`src/rtl/sframePkg.sv`:
```
package sframePkg;
  localparam int CTRL_W = 6;
  localparam int ADDR_W = 3;
  localparam int RES_W  = 12;
  localparam int WORD_W = 1 + ADDR_W + RES_W;
  localparam int IDX_W  = $clog2(WORD_W);
  localparam int WCNT_W = $clog2(CTRL_W + 1);

  typedef struct packed {
    logic             shiftEn;
    logic             commit;
    logic             loadWord;
    logic             drive;
    logic [IDX_W-1:0] bitIdx;
  } strobe_t;
endpackage

```
`src/rtl/sframeCtrl.sv`:
```
module sframeCtrl
  import sframePkg::*;
(
  input  logic    clk,
  input  logic    rstN,
  input  logic    sclk,
  input  logic    tfsN,
  input  logic    rfsN,
  input  logic    swStart,
  output strobe_t strb,
  output logic    convReq
);
  localparam logic [WCNT_W-1:0] WR_LAST = WCNT_W'(CTRL_W - 1);
  localparam logic [WCNT_W-1:0] WR_FULL = WCNT_W'(CTRL_W);
  localparam logic [IDX_W-1:0]  RD_TOP  = IDX_W'(WORD_W - 1);

  logic sclkQ, tfsQ, rfsQ;
  logic fallEdge;
  logic [WCNT_W-1:0] wrCnt;
  logic [IDX_W-1:0]  rdIdx;
  logic rdDone;
  logic wrOpen;

  assign fallEdge = sclkQ & ~sclk;
  assign wrOpen   = wrCnt < WR_FULL;

  always_ff @(posedge clk or negedge rstN) begin
    if (!rstN) begin
      sclkQ <= 1'b0;
      tfsQ  <= 1'b1;
      rfsQ  <= 1'b1;
    end else begin
      sclkQ <= sclk;
      tfsQ  <= tfsN;
      rfsQ  <= rfsN;
    end
  end

  // write frame bit counter, saturating at the register width
  always_ff @(posedge clk or negedge rstN) begin
    if (!rstN) begin
      wrCnt   <= '0;
      convReq <= 1'b0;
    end else begin
      convReq <= tfsN & ~tfsQ & wrOpen & swStart;
      if (tfsN)
        wrCnt <= '0;
      else if (fallEdge && wrOpen)
        wrCnt <= wrCnt + 1'b1;
    end
  end

  // read frame bit index, counting down from the word MSB
  always_ff @(posedge clk or negedge rstN) begin
    if (!rstN) begin
      rdIdx  <= RD_TOP;
      rdDone <= 1'b1;
    end else if (strb.loadWord) begin
      rdIdx  <= RD_TOP;
      rdDone <= 1'b0;
    end else if (!rfsN && fallEdge && !rdDone) begin
      if (rdIdx == '0)
        rdDone <= 1'b1;
      else
        rdIdx <= rdIdx - 1'b1;
    end
  end

  always_comb begin
    strb.shiftEn  = ~tfsN & fallEdge & wrOpen;
    strb.commit   = strb.shiftEn & (wrCnt == WR_LAST);
    strb.loadWord = ~rfsN & rfsQ;
    strb.drive    = ~rfsQ & ~rdDone;
    strb.bitIdx   = rdIdx;
  end
endmodule

```
`src/rtl/sframeData.sv`:
```
module sframeData
  import sframePkg::*;
(
  input  logic              clk,
  input  logic              rstN,
  input  logic              dataIn,
  input  logic [RES_W-1:0]  result,
  input  strobe_t           strb,
  output logic [CTRL_W-1:0] ctrlReg,
  output logic              dataOut
);
  logic [CTRL_W-2:0] shiftReg;
  logic [WORD_W-1:0] outWord;
  logic [RES_W-1:0]  coded;
  logic              fmtBit;

  assign fmtBit = ctrlReg[0];
  assign coded  = {result[RES_W-1] ^ fmtBit, result[RES_W-2:0]};

  always_ff @(posedge clk or negedge rstN) begin
    if (!rstN) begin
      shiftReg <= '0;
      ctrlReg  <= '0;
    end else if (strb.shiftEn) begin
      shiftReg <= {shiftReg[CTRL_W-3:0], dataIn};
      if (strb.commit)
        ctrlReg <= {shiftReg, dataIn};
    end
  end

  always_ff @(posedge clk or negedge rstN) begin
    if (!rstN)
      outWord <= '0;
    else if (strb.loadWord)
      outWord <= {fmtBit, ctrlReg[CTRL_W-1 -: ADDR_W], coded};
  end

  assign dataOut = strb.drive & outWord[strb.bitIdx];
endmodule

```
`src/rtl/sframePort.sv`:
```
module sframePort
  import sframePkg::*;
(
  input  logic              clk,
  input  logic              rstN,
  input  logic              sclk,
  input  logic              tfsN,
  input  logic              rfsN,
  input  logic              dataIn,
  input  logic [RES_W-1:0]  result,
  output logic              dataOut,
  output logic [ADDR_W-1:0] ctrlAddr,
  output logic              ctrlSwStart,
  output logic              ctrlStandby,
  output logic              ctrlFormat,
  output logic              convReq
);
  strobe_t           strb;
  logic [CTRL_W-1:0] ctrlReg;

  sframeCtrl u_ctrl (
    .clk(clk), .rstN(rstN), .sclk(sclk), .tfsN(tfsN), .rfsN(rfsN),
    .swStart(ctrlReg[2]), .strb(strb), .convReq(convReq)
  );

  sframeData u_data (
    .clk(clk), .rstN(rstN), .dataIn(dataIn), .result(result),
    .strb(strb), .ctrlReg(ctrlReg), .dataOut(dataOut)
  );

  assign ctrlAddr    = ctrlReg[CTRL_W-1 -: ADDR_W];
  assign ctrlSwStart = ctrlReg[2];
  assign ctrlStandby = ctrlReg[1];
  assign ctrlFormat  = ctrlReg[0];
endmodule

```
`config.mk`:
```
export PLATFORM = sky130hd
export DESIGN_NAME = sframePort
export DESIGN_NICKNAME = d
export VERILOG_FILES = /design/src/rtl/sframePkg.sv /design/src/rtl/sframeCtrl.sv /design/src/rtl/sframeData.sv /design/src/rtl/sframePort.sv
export SDC_FILE = /design/constraint.sdc
export NUM_CORES = 1
export LEC_CHECK = 0
export BUFFER_PORTS_ARGS = -buffer_cell sky130_fd_sc_hd__buf_4
export CORE_ASPECT_RATIO = 1.2
export CORE_UTILIZATION = 50
export CTS_CLUSTER_SIZE = 30
export DETAILED_ROUTE_END_ITERATION = 10
export PLACE_DENSITY = 0.73
export SYNTH_ARGS = -nofsm -noshare
export SYNTH_HDL_FRONTEND = slang
export SYNTH_SLANG_ARGS = --single-unit
```
`constraint.sdc`:
```
create_clock -name clk -period 1.6 [get_ports clk]
set_input_delay 0.16 -clock clk [delete_from_list [all_inputs] [get_ports clk]]
set_output_delay 0.16 -clock clk [all_outputs]
set_load 0.1 [all_outputs]
```
After elaboration in Yosys (flattened, before gate mapping)
Index checks and enable logic that the tools add are counted.
{"block": "word_totals", "elab_cells": 55, "output_inout_bits": 8, "register_bits": 39, "inputBits": 18}
{"block": "classes", "order_cmp": 2, "bitwise": 17, "muxes": 10, "addsub": 2, "n_eq_ne": 2, "reduce_logical": 12}
{"cell": "$mux W4", "n": 3}
{"cell": "$and A1 B1 Y1", "n": 10}
{"cell": "$mux W3", "n": 2}
{"cell": "$not A1 Y1", "n": 6}
{"cell": "$reduce_and A2 Y1", "n": 3}
{"cell": "$reduce_bool A2 Y1", "n": 3}
{"cell": "$lt A4 B5 Y1 const B", "n": 1}
{"cell": "$bmux W1 S4", "n": 1}
{"cell": "$logic_not A4 Y1", "n": 1}
{"cell": "$mux W1", "n": 4}
{"cell": "$sub A4 B1 Y4 const B", "n": 1}
{"cell": "$add A3 B1 Y3 const B", "n": 1}
{"cell": "$eq A3 B3 Y1 const B", "n": 1}
{"cell": "$logic_and A1 B1 Y1", "n": 3}
{"cell": "$lt A3 B3 Y1 const B", "n": 1}
{"cell": "$logic_not A1 Y1", "n": 2}
{"cell": "$ne A2 B2 Y1 const B", "n": 1}
{"cell": "$xor A1 B1 Y1", "n": 1}

Longest topological paths before layout
{"block": "depth", "depth_word": 6, "mapped_depth": 6, "ltp_nobuf": 6}

Hierarchy
A second synthesis with hierarchy kept.
{"block": "unflattened", "cells_unflattened": 133, "area_unflattened_um2": 1770.4}
{"module": "sframeData", "area_per_inst_um2": 1163.6, "instances": 1, "seq_area_each_um2": 675.6, "cells_each": 77}
{"module": "sframeCtrl", "area_per_inst_um2": 606.8, "instances": 1, "seq_area_each_um2": 309.0, "cells_each": 56}

Least setup slack after synthesis
Ideal clock, no wire load.
{"block": "synth_path", "path_kind": "flip-flop to output port", "startpoint": "register u_ctrl.rdIdx[2]", "endpoint": "output dataOut", "stages_incl_launch_ff": 6, "required_ns": 1.440, "arrival_ns": 3.313, "n_path_buf": 1, "path_slack_ns": -1.873, "cell_sequence": "dfstp_2 > buf_2 > mux2i_1 > a21oi_1 > o211ai_1 > a211oi_1"}
{"block": "synth_via", "elab_chain_len": 3}
{"element": "from (decl)", "line": "sframeCtrl.sv:20", "text": "logic [IDX_W-1:0] rdIdx;"}
{"element": "from (signal assigned)", "line": "sframeCtrl.sv:65", "text": "rdIdx <= rdIdx - 1'b1;"}
{"element": "$bmux W1 S4", "line": "sframeData.sv:38", "text": "assign dataOut = strb.drive & outWord[strb.bitIdx];"}
{"element": "$mux W1 (not written as such)", "line": "sframeData.sv:38"}
{"element": "$and A1 B1 Y1", "line": "sframeData.sv:38"}
{"element": "to (decl)", "line": "sframePort.sv:11", "text": "output logic dataOut,"}
No other way between the ends. The select of a mux whose other input is x is not followed.

Worst setup path after layout
Ends and elaborated chain as after synthesis.

==> results.sh <==
export IMPL_status="complete, but fails checks"
export IMPL_violations="negative setup slack"
export IMPL_cts_tree="yes"
export IMPL_drt_pass1_iterations=4
export IMPL_ant_nets=0
export IMPL_leakagePower_nw=1.11
export IMPL_finalHoldViolCount=0
export IMPL_hpwlAfterDp_mm=2.42
export IMPL_tightestPinTransition_ns=0.488
export IMPL_htreeDepth=2
export IMPL_grt_usage=0.213
export IMPL_comb_power_share=0.125
export IMPL_grt_pass1_wl_mm=5.86
export IMPL_worstPathArrival_ns=1.96
export IMPL_num_vias=1226
export IMPL_seq_area_frac_synth=0.556
export IMPL_start_util=0.526
export IMPL_dp_cells=223
export IMPL_wire_per_inst_um=14.4
export IMPL_max_freq_mhz=471
export IMPL_utilization=0.658
export IMPL_power_switching_mw=0.563
export IMPL_route_detailed_drc=0
export IMPL_clk_latency_ns=0.29
export IMPL_io_buffer_count=25
export IMPL_path_cells="mux4_2 > o211ai_1 > a211oi_4 > buf_12"
export IMPL_postRouteWirelength_mm=3.38
export IMPL_hold_class="in2reg"
export IMPL_power_density_nw_per_um2=1040
export IMPL_setup_viol=1
export IMPL_p_int_mw=1.75
export IMPL_grt_max_degree=40
export IMPL_overflow=0
export IMPL_maxCapViolCount=0
export IMPL_fin_cells=234
export IMPL_core_um2=3370
export IMPL_cp_max_fo=4
export IMPL_rows=23
export IMPL_antenna_cells=0
export IMPL_dpl_instance_area_um2=2050
export IMPL_drt_iter0_drc=25
export IMPL_clock_root_buffer="clkbuf_8"
export IMPL_slowest_delay_ns=0.59
export IMPL_place_ws_ns=-0.261
export IMPL_path_clk_slew_ns=0.07
export IMPL_cts_sinks=39
export IMPL_hold_ws_ns=0.0140
export IMPL_final_cell_area_um2=2220
export IMPL_cts_setup_buffers=0
export IMPL_synth_distinct_cells=33
export IMPL_irDropWorstVdd_v=0.00103
export IMPL_gp_congestion=0.829
export IMPL_synth_area_um2=1770
export IMPL_pwr_share_clk=0.367
export IMPL_die_height_um=67.2
export IMPL_finClkSkew_ns=0.00296
export IMPL_ys_warn_count=0
export IMPL_setup_ws_ns=-0.521
export IMPL_area_delta_synth_final_pct=25.2
export IMPL_endpoint_kind="output pin"
export IMPL_finalMaxSlewViolations=0
export IMPL_slowest_stage="dfstp_2"
export IMPL_io_pins=26
export IMPL_die_w_um=56.3
export IMPL_dieArea_um2=3780
export IMPL_sw_frac_of_total=0.244
export IMPL_grt_pass1_vias=1244
export IMPL_period_share=1.33
export IMPL_tns_ns=-0.521
export IMPL_path_class="reg2out"
export IMPL_use_met3=0.0575
export IMPL_nets=217
export IMPL_rsz0062_at_grt="true"
export IMPL_grtUsageMet1=0.255
export IMPL_slew_headroom=0.675
export IMPL_clock_path_buffers=2
export IMPL_drive_above_1_share=0.320
export IMPL_numCtsBuffers=5
export IMPL_crit_family="flip-flops"
export IMPL_synthCells=160
export IMPL_syn_avg_cell_area_um2=11.1
export IMPL_period_minus_slack_ns=2.12
export IMPL_path_buf_inv=1
export IMPL_worst_ep_required_time_ns=1.44
export IMPL_p_seq_frac=0.508
export IMPL_antenna_found_initial=0
export IMPL_synth_nets=181
export IMPL_ys_ff_latch=39
export IMPL_worstSetupStartpointType="flip-flop"
export IMPL_use_met2=0.371
export IMPL_finalPower_mw=2.31
export IMPL_drt_vias_per_instance=5.24
export IMPL_busiest_layer="met2"
==> sequential cells by signal (all words and copies together), names as in the netlist <==
register,count
u_ctrl.convReq,1
u_ctrl.rdDone,1
u_ctrl.rdIdx,4
u_ctrl.rfsQ,1
u_ctrl.sclkQ,1
u_ctrl.tfsQ,1
u_ctrl.wrCnt,3
u_data.ctrlReg,6
u_data.outWord,16
u_data.shiftReg,5
==> cell usage in the layout (no fill, tap or decap) <==
cell type	instances
clkbuf_8	6
xnor2_1	3
mux2_1	5
inv_2	1
and3_1	2
mux2_4	6
a41o_1	1
nand2b_4	1
nor3_1	1
ha_1	2
clkinv_2	1
nor2b_1	2
a211oi_1	1
buf_12	2
a21oi_1	6
nand3b_1	1
nand2_1	52
nand2b_1	3
bufinv_16	1
xor2_1	1
a211oi_4	2
mux4_2	2
nor2_1	5
dfstp_2	7
o21ai_1	1
dfrtp_1	32
o21ai_0	2
nor3b_1	1
and2b_4	1
buf_4	31
dlygate4sd3_1	3
o211ai_1	3
nor4b_2	1
ha_2	1
a31oi_1	1
mux2i_1	4
inv_1	2
==> worst paths after layout <==
path / from / end / slack (ns) / depth (start not counted)
worst min-delay path: tfsN / u_ctrl.tfsQ / 0.01 / 1
max in group asynchronous: rstN / u_ctrl.rdIdx[3] / 0.87 / 2
min in group asynchronous: rstN / u_data.outWord[10] / 0.37 / 2
worst max register to register: u_ctrl.wrCnt[2] / u_data.ctrlReg[4] / 0.07 / 4
worst min register to register: u_data.outWord[11] / u_data.outWord[11] / 0.48 / 2
worst max-delay path: u_ctrl.rdIdx[2] / dataOut / -0.52 / 4
==> kinds of logic (layout without fill, tap and decap cells) <==
| group | after synthesis | in the layout | synth area share |
|---|---|---|---|
| adders and majority gates | 3 | 3 | 0.0212 |
| DFF | 39 | 39 | 0.556 |
| xor gates and xnor gates | 4 | 4 | 0.0198 |
| muxes | 17 | 17 | 0.131 |
| buffers and inverters | 10 | 47 | 0.0261 |
| and+or+nand+nor | 70 | 70 | 0.179 |
| AOI/OAI and AO/OA | 17 | 17 | 0.0671 |
==> repair_timing <==
item                                   CTS  global route
resized for setup                        3             1
setup endpoints to repair                1             3
endpoints found under the hold margin   34             0
cloned                                   0             0
pin swaps                                2             2
hold buffers                             3             0
==> power groups by stage <==
stage               clock network (mW)  logic (mW)  registers (mW)
finish                           0.847       0.289            1.17
global route                     0.903       0.329            1.19
CTS                              0.861       0.293            1.17
detailed placement                   0       0.277            1.19
global placement                     0       0.267            1.19
floorplan                            0       0.185            1.16
==> synthesized netlist by cell type <==
cell | n | area share
nand2b_1 | 3 | 0.011
a41o_1 | 1 | 0.0057
o211ai_1 | 3 | 0.013
a211oi_1 | 2 | 0.0085
nand2_1 | 52 | 0.11
a31oi_1 | 1 | 0.0035
nor2b_1 | 2 | 0.0071
clkbuf_1 | 5 | 0.011
nand2b_4 | 1 | 0.0078
inv_2 | 1 | 0.0021
dfstp_2 | 7 | 0.10
nor2_1 | 5 | 0.011
xnor2_1 | 3 | 0.015
nor3_1 | 1 | 0.0028
buf_6 | 1 | 0.0064
buf_2 | 1 | 0.0028
and2b_4 | 1 | 0.0057
mux4_2 | 2 | 0.025
mux2_1 | 5 | 0.032
nand3b_1 | 1 | 0.0042
inv_1 | 2 | 0.0042
a21oi_1 | 6 | 0.017
a211oi_4 | 1 | 0.011
xor2_1 | 1 | 0.0049
nor4b_2 | 1 | 0.0085
mux2i_1 | 4 | 0.023
mux2_4 | 6 | 0.051
o21ai_0 | 2 | 0.0057
and3_1 | 2 | 0.0071
o21ai_1 | 1 | 0.0028
dfrtp_1 | 32 | 0.45
ha_1 | 3 | 0.021
nor3b_1 | 1 | 0.0042
==> metal layers <==
layer / wire length [um] / vias to the layer above
li1: - / 602
met1: 1450 / 596
met2: 1750 / 21
met3: 117 / 7
met4: 57 / 0
met5: 0 / -
==> final cells by class <==
class	count	area, um2
repair buffers	36	303
clock buffers	6	82.6
inverters	3	11.3
well taps	37	46.3
flip-flops and latches	39	985
clock inverters	2	35.0
fillers	268	1150
multi-input cells	111	754
No activity file was read; power rests on OpenSTA's default activity.
